--- src/rtl/perf_governor_pkg.sv ---
package perf_governor_pkg;
  typedef enum logic [1:0] {
    DIR_HOLD = 2'd0,
    DIR_UP   = 2'd1,
    DIR_DOWN = 2'd2
  } stepDir_t;

  // Strobes and state handed from control to datapath
  typedef struct packed {
    logic load;      // apply candidate level at this edge
    logic fromIdle;  // previous evaluation was idle (or none since reset)
  } govCtrl_t;
endpackage

--- src/rtl/perf_governor_datapath.sv ---
module perf_governor_datapath
  import perf_governor_pkg::*;
#(
  parameter int NumLevels = 8,
  parameter int PwrW      = 8,
  parameter int BusyW     = 7,
  localparam int LvlW     = $clog2(NumLevels),
  localparam int ThrCnt   = NumLevels - 1
) (
  input  logic                   clk,
  input  logic                   rstN,
  input  logic [BusyW-1:0]       busyPct,
  input  logic [PwrW-1:0]        powerEst,
  input  logic [LvlW-1:0]        maxLevel,
  input  logic [PwrW-1:0]        hysteresis,
  input  logic [ThrCnt*PwrW-1:0] thresholds,
  input  govCtrl_t               ctrl,
  output stepDir_t               candDir,
  output logic [LvlW-1:0]        level,
  output logic                   levelChanged
);
  localparam logic [LvlW-1:0] TopLevel = LvlW'(NumLevels - 1);

  // Per-level views of the boundary table
  logic [PwrW-1:0] thrDown [NumLevels];
  logic [PwrW-1:0] thrUp   [NumLevels];

  for (genvar k = 0; k < NumLevels; k++) begin : g_thr
    if (k == 0) begin : g_bottom
      assign thrDown[k] = '1;
    end else begin : g_dn
      assign thrDown[k] = thresholds[(k-1)*PwrW +: PwrW];
    end
    if (k == NumLevels - 1) begin : g_top
      assign thrUp[k] = '0;
    end else begin : g_up
      assign thrUp[k] = thresholds[k*PwrW +: PwrW];
    end
  end

  logic            goDown, goUp, busyZero;
  logic [LvlW-1:0] rawLevel, candLevel;
  logic [PwrW:0]   upSum;

  always_comb begin
    busyZero = (busyPct == '0);
    upSum    = {1'b0, powerEst} + {1'b0, hysteresis};
    goDown   = (level != '0) && (powerEst > thrDown[level]);
    goUp     = (level != TopLevel) && (upSum < {1'b0, thrUp[level]});
    if (busyZero)           rawLevel = '0;
    else if (ctrl.fromIdle) rawLevel = TopLevel;
    else if (goDown)        rawLevel = level - 1'b1;
    else if (goUp)          rawLevel = level + 1'b1;
    else                    rawLevel = level;
    candLevel = (rawLevel > maxLevel) ? maxLevel : rawLevel;
    if (candLevel > level)      candDir = DIR_UP;
    else if (candLevel < level) candDir = DIR_DOWN;
    else                        candDir = DIR_HOLD;
  end

  always_ff @(posedge clk) begin
    if (!rstN) begin
      level        <= '0;
      levelChanged <= 1'b0;
    end else begin
      levelChanged <= ctrl.load && (candLevel != level);
      if (ctrl.load) level <= candLevel;
    end
  end

  assert_hold_between_R2: assert property (@(posedge clk) disable iff (!rstN)
    !ctrl.load |=> $stable(level));

  assert_cap_after_load_R6: assert property (@(posedge clk) disable iff (!rstN)
    ctrl.load |=> level <= $past(maxLevel));

  assert_strobe_match_R7: assert property (@(posedge clk) disable iff (!rstN)
    levelChanged == (level != $past(level)));
endmodule

--- src/rtl/perf_governor_control.sv ---
module perf_governor_control
  import perf_governor_pkg::*;
#(
  parameter int BusyW     = 7,
  parameter int MaxFilter = 8,
  localparam int FlW      = $clog2(MaxFilter),
  localparam int CntW     = $clog2(MaxFilter + 1)
) (
  input  logic             clk,
  input  logic             rstN,
  input  logic             evalValid,
  input  logic [BusyW-1:0] busyPct,
  input  logic             batteryMode,
  input  logic [FlW-1:0]   filterLen,
  input  stepDir_t         candDir,
  output govCtrl_t         ctrl
);
  logic [CntW-1:0] streakCnt, nextCnt;
  stepDir_t        streakDir;
  logic            fromIdle, reach, moveReq;

  always_comb begin
    moveReq = (candDir != DIR_HOLD);
    if (!moveReq)                                    nextCnt = '0;
    else if (candDir == streakDir && streakCnt != 0) nextCnt = streakCnt + 1'b1;
    else                                             nextCnt = CntW'(1);
    reach         = nextCnt >= (CntW'(filterLen) + CntW'(1));
    ctrl.load     = evalValid && moveReq && (!batteryMode || reach);
    ctrl.fromIdle = fromIdle;
  end

  always_ff @(posedge clk) begin
    if (!rstN) begin
      fromIdle  <= 1'b1;
      streakCnt <= '0;
      streakDir <= DIR_HOLD;
    end else if (evalValid) begin
      fromIdle <= (busyPct == '0);
      if (!batteryMode || ctrl.load) streakCnt <= '0;
      else                           streakCnt <= nextCnt;
      if (moveReq) streakDir <= candDir;
    end
  end

  assert_immediate_apply_R9: assert property (@(posedge clk) disable iff (!rstN)
    evalValid && !batteryMode && candDir != DIR_HOLD |-> ctrl.load);

  assert_streak_bound_R8: assert property (@(posedge clk) disable iff (!rstN)
    streakCnt < CntW'(MaxFilter));

  assert_no_load_idle_R2: assert property (@(posedge clk) disable iff (!rstN)
    !evalValid |-> !ctrl.load);
endmodule

--- src/rtl/perf_governor.sv ---
module perf_governor
  import perf_governor_pkg::*;
#(
  parameter int NumLevels = 8,
  parameter int PwrW      = 8,
  parameter int BusyW     = 7,
  parameter int MaxFilter = 8,
  localparam int LvlW     = $clog2(NumLevels),
  localparam int FlW      = $clog2(MaxFilter),
  localparam int ThrCnt   = NumLevels - 1
) (
  input  logic                   clk,
  input  logic                   rstN,
  input  logic                   evalValid,
  input  logic [BusyW-1:0]       busyPct,
  input  logic [PwrW-1:0]        powerEst,
  input  logic                   batteryMode,
  input  logic [FlW-1:0]         filterLen,
  input  logic [LvlW-1:0]        maxLevel,
  input  logic [PwrW-1:0]        hysteresis,
  input  logic [ThrCnt*PwrW-1:0] thresholds,
  output logic [LvlW-1:0]        level,
  output logic                   levelChanged
);
  govCtrl_t ctrl;
  stepDir_t candDir;

  perf_governor_control #(.BusyW(BusyW), .MaxFilter(MaxFilter)) u_ctrl (
    .clk(clk), .rstN(rstN), .evalValid(evalValid), .busyPct(busyPct),
    .batteryMode(batteryMode), .filterLen(filterLen), .candDir(candDir),
    .ctrl(ctrl)
  );

  perf_governor_datapath #(.NumLevels(NumLevels), .PwrW(PwrW), .BusyW(BusyW)) u_dp (
    .clk(clk), .rstN(rstN), .busyPct(busyPct), .powerEst(powerEst),
    .maxLevel(maxLevel), .hysteresis(hysteresis), .thresholds(thresholds),
    .ctrl(ctrl), .candDir(candDir), .level(level), .levelChanged(levelChanged)
  );

  assert_idle_floor_R3: assert property (@(posedge clk) disable iff (!rstN)
    evalValid && busyPct == '0 && !batteryMode |=> level == '0);

  assert_reset_state_R1: assert property (@(posedge clk)
    !rstN |=> level == '0 && !levelChanged);
endmodule

--- config.mk ---
export PLATFORM = sky130hd
export DESIGN_NAME = perf_governor
export DESIGN_NICKNAME = d
export VERILOG_FILES = /design/src/rtl/perf_governor_pkg.sv /design/src/rtl/perf_governor_datapath.sv /design/src/rtl/perf_governor_control.sv /design/src/rtl/perf_governor.sv
export SDC_FILE = /design/constraint.sdc
export NUM_CORES = 1
export LEC_CHECK = 0
export BUFFER_PORTS_ARGS = -buffer_cell sky130_fd_sc_hd__buf_4
export CAP_MARGIN = 10
export CORE_MARGIN = 2
export CORE_UTILIZATION = 40
export CTS_BUF_LIST = sky130_fd_sc_hd__clkbuf_8
export DETAILED_ROUTE_END_ITERATION = 12
export GPL_ROUTABILITY_DRIVEN = 0
export PLACE_DENSITY = 0.66
export SYNTH_ARGS = -nofsm -noshare
export SYNTH_HDL_FRONTEND = slang
export SYNTH_HIERARCHICAL = 1
export SYNTH_SLANG_ARGS = --single-unit
export TNS_END_PERCENT = 100
--- constraint.sdc ---
create_clock -name clk -period 17 [get_ports clk]
set_clock_uncertainty 0.1 [all_clocks]
set_input_delay 2.55 -clock clk [delete_from_list [all_inputs] [get_ports clk]]
set_output_delay 2.55 -clock clk [all_outputs]
set_load 0.01 [all_outputs]
# Word-level counts from Yosys, hierarchy flattened
# Cells that the tools add are included.
[totals]
register_bits = 11
wordCells = 51
output_inout_bits = 4
in_bits = 89
mem_bits_ro = 0
latchBits = 0
memories = 0
mem_bits_rw = 0
[classes]
order_cmp = 7
bitwise = 1
n_div = 0
n_eq_ne = 3
n_mux = 16
n_mul = 0
reduce_logical = 14
shift = 0
n_addsub = 5
[op_table]
columns = ["op", "count"]
rows = [
  ["$bmux 8 s3", 2],
  ["$mux 8", 4],
  ["$mux 3", 5],
  ["$mux 4", 3],
  ["$add 8x8->9", 1],
  ["$lt 9x8->1", 1],
  ["$gt 8x8->1", 1],
  ["$logic_not 7->1", 1],
  ["$gt 3x3->1", 2],
  ["$logic_and 1x1->1", 6],
  ["$add 3x1->4 const B", 1],
  ["$add 4x1->4 const B", 1],
  ["$ge 4x4->1", 1],
  ["$ge 4x4->1 const B", 1],
  ["$mux 2", 2],
  ["$not 3->4", 1],
  ["$reduce_bool 4->1", 1],
  ["$add 3x1->3 const B", 1],
  ["$lt 3x3->1", 1],
  ["$ne 3x3->1", 1],
  ["$ne 3x3->1 const B", 1],
  ["$reduce_bool 3->1", 1],
  ["$sub 3x1->3 const B", 1],
  ["$eq 2x2->1", 1],
  ["other kinds (4)", 5],
]

# Depth between registers and ports, before layout
[logic_depth]
word_depth = 24
ltp_mapped = 38
depth_no_buf = 38

# By module
# The synthesis kept the hierarchy.
[by_module_without_submodules]
columns = ["module", "area_per_inst_um2", "cells_each", "n_inst", "seq_area_each_um2"]
rows = [
  ["perf_governor_datapath", 2058.2, 233, 1, 80.1],
  ["perf_governor_control", 595.6, 73, 1, 140.1],
]

# Least setup slack after synthesis
# No wires, ideal clock.
[synth_timing]
path_type = "input to register"
from = "input port powerEst[0]"
to = "register u_dp.level[2]"
n_path_buf = 0
setup_time_ps = 114
t_required_ps = 16786
path_slack_ps = 7238
stages = 37
arrival_ps = 9548
cell_sequence = "ha_1 fa_1 a211oi_1 nor2_1 nor2_1 nor2_1 nor2_1 xnor2_1 ha_1 a211oi_1 nand2_1 o41ai_2 o211ai_2 o211a_1 o31a_1 ha_1 nor2b_1 o21ai_0 a32oi_1 nor3_1 and3_1 or3_4 ha_1 inv_1 a21o_1 a21oi_1 a31oi_1 or3b_1 a211o_1 nor2_1 ha_1 o211ai_1 o2111ai_1 nor2b_1 nand3b_1 nand2_1 a21o_1"
[synth_rtl]
columns = ["element", "line", "text"]
rows = [
  ["start, declared", "perf_governor.sv:16", "input logic [PwrW-1:0] powerEst,"],
  ["end signal, assigned", "perf_governor_datapath.sv:67", "if (ctrl.load) level <= candLevel;"],
  ["end, declared", "perf_governor_datapath.sv:19", "output logic [LvlW-1:0] level,"],
]

==> impl_metrics.yaml <==
global_routing:
  grt_remaining_overflow: 0
  antenna_found_initial: 0
  first_pass_grt_wire_length_um: 12500
  grt_start_max_net_pins: 32
  grt_usage_pct: 20.6
  first_global_vias: 2694
final_layout:
  proportion_of_layout_cells_with_a_drive_suffix_above_1_pct: 34.4
  final_cell_mix: "95 x sky130_fd_sc_hd__buf_4, 40 x sky130_fd_sc_hd__ha_1, 21 x sky130_fd_sc_hd__nand2_1"
  layout-area-overhead-vs-synth_pct: 29.1
  footprint_of_the_multi_input_gates_um2: 2280
  layout.nets: 521
  instances_no_fill: 467
  leading_cell_type_in_the_layout_fill_and_taps_excluded: "sky130_fd_sc_hd__buf_4"
  register_area_um2: 220
  diodes_inserted: 0
  filler_cell_count: 609
power:
  power-per-cell-area_nw_per_um2: 113
  leakage_nw: 1.52
  worst_ir_drop_vdd_mv: 0.0707
timing:
  max-slew-margin-rel_pct: 51.7
  layout_worst_path_cycle_share_pct: 61.2
  slew_viol_final: 0
  fmax_mhz: 96.1
  setup-violations-final: 0
  fin_setup_tns_ns: 0
  layout_min_cycle_time_ns: 10.41
  final-hold-violation-count: 0
  timing_worst_slew_pin_value_ns: 0.723
  rsz_0062_raised_after_global_routing: "false"
die:
  fp.dieArea_um2: 7300
  placement_rows: 29
  initial_utilization_pct: 41.6
  standard_cell_core_area_um2: 6390
  io_pins: 93
  die_width_um: 85.5
  dieHeight_um: 85.5
flow_run:
  maxCapViolations: 0
routing:
  routed_len_inst_um: 16.4
  drt-pass1-iter-count: 4
  detail_route.vias_per_cell: 5.87
  drt_drc_violations_left: 0
  1st_iter_drt_viols: 128
  detail-route-antenna-nets: 0
  wl_um: 7640
  vias_post_dr: 2742
worst_hold_path:
  timing.hold.worst.start: "u_ctrl/streakDir[0]"
  holdCritPathClass: "reg2reg"
clock_network:
  cts-buffers-inserted: 3
  tritoncts: "built"
  clock_path_buffers: 2
  cts.root.buffer_cell: "sky130_fd_sc_hd__clkbuf_8"
  clock_latency_ns: 0.24
  cts-hold-fix-buffers: 0
  cts_sinks: 11
  cts_setup_buffers: 0
  cts_resized: 0
  htree_num_levels: 1
  cts.reportedPaths.clkPinSlew_ns: 0.05
critical_path:
  regToRegStartpoint: "u_dp/level[0]"
  path_class: "in2reg"
  cp-endpoint: "u_dp/level[2]"
  max_incr_delay_on_cp_ns: 0.43
  cpMaxStageDelayCell: "sky130_fd_sc_hd__fa_1"
  arrival_time_reported_for_the_critical_path_endpoint_ns: 10.45
  worstSetupStartpointType: "primary input"
  rr_worst_depth: 33
  kind_of_capture_point_of_the_worst_setup_path: "register"
  critical_path.max_fanout: 7
  regToRegSetupSlack_ns: 8.29
  regToRegEndpoint: "u_dp/level[2]"
  critPathLaunch: "powerEst[0]"
  critical_path_required_ns: 17.04
yosys:
  postSynth.topFlopCell: "sky130_fd_sc_hd__dfxtp_1"
  distinct_cells_synth: 64
  syn_area_um2: 2650
  synth_seq_cells: 11
  postSynth.asyncResetShare_pct: 0
  count_of_flip_flops_with_a_built_in_enable_after_synthesis: 0
  syn_nets: 436
  synth.yosys.seq_area_share_pct: 8.30
  syn_inst: 306
  synthesis.yosys.warnings: 6
  synthesis.area_per_instance_um2: 8.67
placement:
  dpl.cell_count: 463
  detailedPlacementHpwl_um: 6270
  placement.io_buffers: 92
run_status:
  outcome: "finished clean"
==> metrics by stage <==
stage | hold slack (ns) | area (um^2) | setup WS (ns) | total power [mW] | utilization [%]
after floorplan | 0.345 | 2650 | 7.24 | 0.283 | -
after global placement | 0.371 | 3380 | 6.71 | 0.352 | 52.9
after detailed placement | 0.371 | 3380 | 6.40 | 0.357 | 52.9
after CTS | 0.378 | 3430 | 6.63 | 0.387 | 53.6
after global routing | 0.402 | 3430 | 5.95 | 0.427 | 53.6
final | 0.375 | 3430 | 6.59 | 0.386 | 53.6
==> flip-flops by register name (all words and copies together), names as in the netlist <==
signal and cells:
u_dp/levelChanged 1, u_ctrl/streakDir 2, u_ctrl/fromIdle 1, u_ctrl/streakCnt 4
u_dp/level 3
==> cell type report <==
type                       count  share of cell area (%)
clock buffer                   3                    1.21
clock inverter                 1                   0.146
inverter                      18                    1.97
multi-input combinational    262                    66.6
sequential                    11                    6.43
tap                           77                    2.81
timing repair buffer          95                    20.8
==> critical path, delay by kind of cell <==
kind                     cells  cell delay, ns
AND/OR/NAND/NOR             14            2.39
XOR/XNOR                     1            0.13
buffers and inverters        2            0.17
AO/OA/AOI/OAI               15            3.63
adder cells (fa/ha/maj)      6            1.55
==> logic make-up after synthesis <==
logic type,count (synthesis),synth area share [%]
buffers and inverters,33,5.70
xor gates and xnor gates,11,3.63
muxes,35,21.5
AOI/OAI and AO/OA,96,26.0
DFF,11,8.30
and+or+nand+nor,79,15.3
adders and majority gates,41,19.6
==> report_power, final <==
part           internal [mW]  total, mW  switching (mW)
registers             0.0319     0.0393         0.00739
clock network         0.0161     0.0263          0.0102
logic                  0.147      0.321           0.174
==> synthesized netlist by cell type, types with 2 or more instances <==
master,n,area [um^2]
sky130_fd_sc_hd__ha_1,40,500
sky130_fd_sc_hd__nand2_1,21,78.8
sky130_fd_sc_hd__a21oi_1,20,100
sky130_fd_sc_hd__nor2_1,20,75.1
sky130_fd_sc_hd__inv_1,17,63.8
sky130_fd_sc_hd__o21ai_0,16,80.1
sky130_fd_sc_hd__mux4_2,15,338
sky130_fd_sc_hd__a211oi_1,11,82.6
sky130_fd_sc_hd__dfxtp_1,11,220
sky130_fd_sc_hd__mux2_2,9,101
sky130_fd_sc_hd__mux2i_1,9,90.1
sky130_fd_sc_hd__a221o_1,7,70.1
sky130_fd_sc_hd__clkbuf_1,6,22.5
sky130_fd_sc_hd__nand3_1,6,30.0
sky130_fd_sc_hd__nor2b_1,6,37.5
sky130_fd_sc_hd__xnor2_1,6,52.6
sky130_fd_sc_hd__a21o_1,5,37.5
sky130_fd_sc_hd__nor3_1,5,25.0
sky130_fd_sc_hd__xor2_1,5,43.8
sky130_fd_sc_hd__a31oi_1,4,25.0
sky130_fd_sc_hd__o21a_1,4,30.0
sky130_fd_sc_hd__buf_1,3,11.3
sky130_fd_sc_hd__buf_4,3,22.5
sky130_fd_sc_hd__nor3b_1,3,22.5
sky130_fd_sc_hd__o2111ai_1,3,26.3
sky130_fd_sc_hd__a2111oi_1,2,20.0
sky130_fd_sc_hd__a21boi_0,2,15.0
sky130_fd_sc_hd__a221oi_1,2,17.5
sky130_fd_sc_hd__and4_1,2,17.5
sky130_fd_sc_hd__buf_6,2,22.5
sky130_fd_sc_hd__nand3b_1,2,15.0
sky130_fd_sc_hd__nand4_1,2,12.5
sky130_fd_sc_hd__nor4_1,2,12.5
sky130_fd_sc_hd__o211a_1,2,20.0
sky130_fd_sc_hd__o21ai_1,2,10.0
sky130_fd_sc_hd__o21bai_1,2,15.0
sky130_fd_sc_hd__o31ai_1,2,15.0
==> how the worst min path moves through the flow <==
stage                                     end  slack [ns]  cells past startpoint
after floorplan               u_ctrl/fromIdle        0.35                      2
after detailed placement  u_ctrl/streakDir[0]        0.37                      2
final                     u_ctrl/streakDir[0]        0.37                      2
after global placement    u_ctrl/streakDir[0]        0.37                      2
after CTS                 u_ctrl/streakDir[0]        0.38                      2
after global routing      u_ctrl/streakDir[0]        0.40                      2
==> layer usage <==
| layer | wire length [um] | global-route usage (%) |
|---|---|---|
| met1 | 3250 | 26.2 |
| met2 | 3620 | 36.8 |
| met3 | 638 | 3.70 |
| met4 | 129 | 3.90 |
| met5 | 0 | 0 |
No activity file was read; power rests on OpenSTA's default activity.
